<file path="src/rtl/sse_pkg.sv">
// Package: shared constants, types and the subset alphabet for the
// subset-checksum encoder. Assumes a 2-of-4 alphabet split into three
// complementary pairs, one pair per base-3 digit value.
package sse_pkg;

    localparam int NUM_CH   = 3;                 // parallel channels
    localparam int SYM_W    = 4;                 // wires per channel
    localparam int DIG_W    = 2;                 // bits per base-3 digit
    localparam int HL_W     = 3;                 // high-level value bits
    localparam int LL_W     = NUM_CH;            // one member select per channel
    localparam int DATA_W   = HL_W + LL_W;       // total data bits per word
    localparam int RADIX    = 3;                 // digit base

    typedef logic [DIG_W-1:0] digit_t;
    typedef logic [SYM_W-1:0] sym_t;

    // First member of the subset named by a digit; the second member is
    // its bitwise complement.
    function automatic sym_t subset_first(input digit_t d);
        sym_t s;
        unique case (d)
            2'd0:    s = 4'b0011;
            2'd1:    s = 4'b0101;
            default: s = 4'b0110;
        endcase
        return s;
    endfunction

endpackage

</file>
<file path="src/rtl/sse_digit_split.sv">
// Module: splits the high-level value into two base-3 digits.
// Assumes the value is below RADIX*RADIX, so both digits stay below RADIX.
module sse_digit_split
    import sse_pkg::*;
(
    input  logic [HL_W-1:0] value,
    output digit_t          dig_hi,
    output digit_t          dig_lo
);

    localparam logic [HL_W-1:0] R = HL_W'(RADIX);

    logic [HL_W-1:0] quot;
    logic [HL_W-1:0] rem;

    // Integer divide and remainder by the radix.
    always_comb begin
        quot   = value / R;
        rem    = value % R;
        dig_hi = DIG_W'(quot);
        dig_lo = DIG_W'(rem);
    end

endmodule

</file>
<file path="src/rtl/sse_parity.sv">
// Module: computes the base-3 checksum digit that brings the digit sum
// to zero modulo the radix. Assumes both input digits are below RADIX.
module sse_parity
    import sse_pkg::*;
(
    input  digit_t dig_a,
    input  digit_t dig_b,
    output digit_t dig_p
);

    logic [DIG_W:0] sum;
    logic [DIG_W:0] sum_mod;

    // Reduce the sum of two digits, then take its additive inverse.
    always_comb begin
        sum     = {1'b0, dig_a} + {1'b0, dig_b};
        sum_mod = (sum >= (DIG_W+1)'(RADIX)) ? sum - (DIG_W+1)'(RADIX) : sum;
        dig_p   = (sum_mod == '0) ? '0 : DIG_W'((DIG_W+1)'(RADIX) - sum_mod);
    end

endmodule

</file>
<file path="src/rtl/sse_symbol_map.sv">
// Module: maps a subset digit and a member-select bit to a 2-of-4 symbol.
// Assumes the digit is below RADIX; a select of 1 picks the complement.
module sse_symbol_map
    import sse_pkg::*;
(
    input  digit_t dig,
    input  logic   sel,
    output sym_t   sym
);

    // Pick the subset's first member and complement it on select.
    always_comb begin
        sym = subset_first(dig) ^ {SYM_W{sel}};
    end

endmodule

</file>
<file path="src/rtl/subset_sum_encoder.sv">
// Module: top of the subset-checksum encoder. Takes a 6-bit word per
// valid cycle and registers three 2-of-4 symbols one cycle later.
// Assumes a synchronous active-low reset; the symbols hold when idle.
module subset_sum_encoder
    import sse_pkg::*;
(
    input  logic              clk,
    input  logic              rst_n,
    input  logic              in_valid,
    input  logic [DATA_W-1:0] in_data,
    output logic              out_valid,
    output logic [SYM_W-1:0]  out_sym0,
    output logic [SYM_W-1:0]  out_sym1,
    output logic [SYM_W-1:0]  out_sym2
);

    digit_t          digits [NUM_CH];
    sym_t            sym_d  [NUM_CH];
    sym_t            sym_q  [NUM_CH];
    logic [LL_W-1:0] member_sel;
    logic            valid_q;

    assign member_sel = in_data[DATA_W-1:HL_W];

    sse_digit_split u_split (
        .value  (in_data[HL_W-1:0]),
        .dig_hi (digits[0]),
        .dig_lo (digits[1])
    );

    sse_parity u_parity (
        .dig_a (digits[0]),
        .dig_b (digits[1]),
        .dig_p (digits[2])
    );

    for (genvar k = 0; k < NUM_CH; k++) begin : g_chan
        sse_symbol_map u_map (
            .dig (digits[k]),
            .sel (member_sel[k]),
            .sym (sym_d[k])
        );

        // Capture this channel's symbol on valid input; clear on reset.
        always_ff @(posedge clk) begin
            if (!rst_n)
                sym_q[k] <= '0;
            else if (in_valid)
                sym_q[k] <= sym_d[k];
        end
    end

    // Carry the valid strobe alongside the registered symbols.
    always_ff @(posedge clk) begin
        if (!rst_n)
            valid_q <= 1'b0;
        else
            valid_q <= in_valid;
    end

    assign out_valid = valid_q;
    assign out_sym0  = sym_q[0];
    assign out_sym1  = sym_q[1];
    assign out_sym2  = sym_q[2];

endmodule

</file>
<file path="config.mk">
export PLATFORM = sky130hd
export DESIGN_NAME = subset_sum_encoder
export DESIGN_NICKNAME = d
export VERILOG_FILES = /design/src/rtl/sse_pkg.sv /design/src/rtl/sse_digit_split.sv /design/src/rtl/sse_parity.sv /design/src/rtl/sse_symbol_map.sv /design/src/rtl/subset_sum_encoder.sv
export SDC_FILE = /design/constraint.sdc
export NUM_CORES = 1
export LEC_CHECK = 0
export BUFFER_PORTS_ARGS = -buffer_cell sky130_fd_sc_hd__buf_2
export CORE_UTILIZATION = 35
export CTS_CLUSTER_DIAMETER = 120
export DETAILED_ROUTE_END_ITERATION = 8
export PLACE_DENSITY = 0.61
export SLEW_MARGIN = 30
export SYNTH_ARGS = -nofsm -noshare
export SYNTH_HDL_FRONTEND = slang
export SYNTH_SLANG_ARGS = --single-unit
</file>
<file path="constraint.sdc">
create_clock -name clk -period 3.7 [get_ports clk]
set_input_delay 0 -clock clk [delete_from_list [all_inputs] [get_ports clk]]
set_output_delay 0 -clock clk [all_outputs]
set_load 0.02 [all_outputs]
</file>
* Yosys cells after proc, flatten, opt, wreduce, memory -nomap -nowiden
Memories as Yosys holds them, arrays and structs flattened.
Cells that the tools add are included.
** Operators by class
- Equality and inequality tests :: 3
- Muxes and demuxes :: 12
- Bitwise logic cells :: 6
- Magnitude comparators :: 1
- Reductions and logical operators :: 4
- Add/sub/neg operators :: 3
- Divide/modulo/power cells :: 2
** Operators by type and width (number)
- $pmux 3 s2 :: 3
- $mux 4 :: 3
- $xor 3x4->4 :: 3
- $eq 2x1->1 const B :: 3
- $logic_not 2->1 :: 3
- $mux 1 :: 4
- $add 2x2->3 :: 1
- $div 3x2->3 const B :: 1
- $ge 3x2->1 const B :: 1
- $logic_not 3->1 :: 1
- $mod 3x2->3 const B :: 1
- $mux 3 :: 1
- $or 1x1->1 :: 3
- $sub 3x2->3 const B :: 1
- $mux 2 :: 1
- $sub 2x2->2 const A :: 1
** Storage, ports and cells
- Bits in writable memories :: 12
- Memories kept :: 1
- Register bits after elaboration :: 1
** Memory list
- sym_q :: depth 3, bits a word 4, rd ports 3, clocked after Yosys merged registers in 0, wr ports 3, line subset_sum_encoder.sv:19 : sym_t sym_q [NUM_CH];

* Depth between registers and ports, before layout
- Word-level depth :: 10
- Gate-level depth with buffers :: 7
- Depth with buffers taken out :: 6

* Modules after synthesis
From an unflattened synthesis, not the netlist that was laid out.
** Second synthesis, totals
- Cells, all modules :: 79
- Area, all modules :: 855.8 µm²
** By module, submodules not included
- subset_sum_encoder :: cells an instance 29, area each 491.7 µm², instances 1, sequential area each 380.4 µm²
- sse_symbol_map :: cells an instance 6, area each 46.3 µm², instances 3, sequential area each 0.0 µm²
- sse_parity :: cells an instance 16, area each 132.6 µm², instances 1, sequential area each 0.0 µm²
- sse_digit_split :: cells an instance 16, area each 92.6 µm², instances 1, sequential area each 0.0 µm²

* Worst setup path before layout
Ideal clock, no wire load.
- Path type :: input -> register
- From :: input in_data[2]
- To :: memory sym_q[1][2] (netlist name), data pin
- Stages :: 7
- Data arrival time :: 1.575 ns
- Slack :: 1.867 ns
- Setup time :: 0.258 ns
- Required time :: 3.442 ns
- Path buffers :: 1
- Path through :: buf_2 -> nor2b_1 -> ha_1 -> and4b_1 -> a2111oi_1 -> or3b_1 -> mux2i_1
** RTL lines
- start: declaration :: line subset_sum_encoder.sv:10 : input logic [DATA_W-1:0] in_data,
- end: declaration :: line subset_sum_encoder.sv:19

==> out/metrics.cfg <==
[clock_tree]
ctsRootBufferMaster=clkbuf_4
clkTransAtPathRegs_ns=0.07
post_cts_resized=0
cts.sinks=13
htree_num_levels=1
cts_buffer_depth=2
numCtsBuffers=3
cts_tree=built
cts_setup_buffers=0
holdBufCountCts=0

[power]
power.density_mw_per_mm2=394
combPwrFrac_pct=21.3
swShare_pct=26.1
intPower_uw=243
seqPwrFrac_pct=53.6
leakage_nw=0.377
ir_drop_mv=0.120
p_sw_uw=86.1
power_frac_clock_pct=25.0

[sta]
slew_viol_final=0
worstMarginPinSlew_ns=0.533
rsz0062_at_grt=false
period_needed_ns=1.74
finalCritPeriodShare_pct=46.9
tns_ns=0
hold_viol=0
finalSetupViolCount=0
fmax_mhz=576
slew_headroom_pct=64.5
fin_ws_ns=1.96

[setup_path]
cp.required_ns=3.72
path_delay_family=simple AND/OR/NAND/NOR gates
crit_buf_inv=1
critPathSlowestCell=or3b_1
start_kind=input port
crit_type=in -> reg
slowest_delay_ns=0.41
critPathArrivalTime_ns=1.76
path_cells=buf_2, nor2b_1, ha_1, and4b_1, a2111oi_1, or3b_1, mux2i_1
end_kind=flip-flop
cp_max_fo=9

[final_layout]
layout_commonest_cell=buf_2
nFillCells=187
layout-drive-gt1-share_pct=29.8
num_antenna_cells=0
area_growth_pct=19.3
most-common-layout-cells=buf_2, edfxtp_1, nor2_1, nor2b_1, xnor2_1
nNetsFinal=95
stdcell_count=109

[yosys]
synth_seq_cells=13
syn_area_um2=702
synthCells=62
syn-num-nets=72
yosys_warnings=0
synth_cell_type_count=25
postSynthAreaPerCell_um2=11.3
synth_seq_area_share_pct=54.2

[route]
drc_errors=0
drtPass1Iterations=2
drt-initial-drc-count=5
avgViaCountPerCell=4.52
via_count=493
wl_um=1050
antenna_left=0
wire_per_inst_um=9.64

[grt]
grt-ovfl-total=0
grt_pass1_wl_um=1790
grt_usage_pct=11.4
grt_start_max_net_pins=13
antenna_found_initial=0
grt_pass1_vias=447

[placement]
dp_cells=105
pre_cts_slack_ns=1.69
place_congestion=0.736
dp_hpwl_um=808
io_buffers=21

[run]
max_cap_violations=0

[status]
status=completed

[floorplan]
start_util_pct=39.0
core_mm2=0.00180
io_pins=22
fp.dieH_um=46.8
rows=15
die_area_mm2=0.00219
die_w_um=46.8

[hold_path]
hp-class=in -> reg

-- state kept, by name, indices dropped and copies added, names as in the netlist --
name / flops
sym_q: 12
out_valid: 1
-- routing by layer --
metal | vias up | track usage (%) | routed length [um] | share of wire, %
met1 | 215 | 14.5 | 498 | 47
met3 | 0 | 1.54 | 45 | 4.3
met2 | 13 | 18.6 | 508 | 48
met5 | - | 0 | 0 | 0
li1 | 265 | - | - | -
met4 | 0 | 6.86 | 0 | 0
-- power groups by stage --
stage	sequential [mW]	clock [mW]	combinational, mW
finish	0.177	0.0824	0.0703
CTS	0.177	0.0846	0.0711
global route	0.179	0.0903	0.0787
detailed placement	0.180	0	0.0708
global placement	0.180	0	0.0706
floorplan	0.199	0	0.0334
-- per-stage QoR --
step           area (um2)  hold WS [ns]  total power [mW]  utilization, %
3_5_place_dp          811         0.350             0.251            45.0
2_1_floorplan         702         0.203             0.232               -
3_3_place_gp          811         0.351             0.251            45.0
4_1_cts               837        0.0745             0.333            46.5
6_report              837        0.0755             0.330            46.5
5_1_grt               837         0.108             0.348            46.5
-- synth_stat cells, drive strengths merged --
master,instances,area [um2]
o21ai,1,5.00
nand2b,2,12.5
buf,3,27.5
nor3,2,10.0
a2111oi,1,10.0
ha,1,12.5
xor2,2,17.5
nor2b,4,25.0
o21a,2,15.0
xnor2,4,35.0
nand2,3,11.3
or3,1,6.26
inv,2,7.51
o21bai,2,15.0
and3,2,12.5
edfxtp,12,360
a21oi,3,15.0
mux2i,2,20.0
or3b,1,8.76
nor4b,1,8.76
dfxtp,1,20.0
or2,1,6.26
and4b,1,10.0
nor2,8,30.0
-- final timing paths --
| path | depth (start not counted) | start | to |
|---|---|---|---|
| setup / recovery | 7 | in_data[1] | sym_q[1][2] |
| hold / removal | 3 | in_data[4] | sym_q[1][3] |
-- final cells by class --
cell class	count	area (um2)	share of cell area (%)
clock buffer	4	26.3	3.14
tap	25	31.3	3.74
sequential	13	380	45.4
inverter	2	7.51	0.897
multi-input combinational	44	287	34.2
timing repair buffer	21	105	12.6
-- logic make-up after synthesis --
group                    share of synthesized area [%]
AO/OA/AOI/OAI                                     8.55
XOR/XNOR                                          7.49
adder cells (fa/ha/maj)                           1.78
buffers and inverters                             4.99
flip-flops                                        54.2
multiplexers                                      2.85
AND/OR/NAND/NOR                                   20.1
Power figures use the tool's default switching activity.
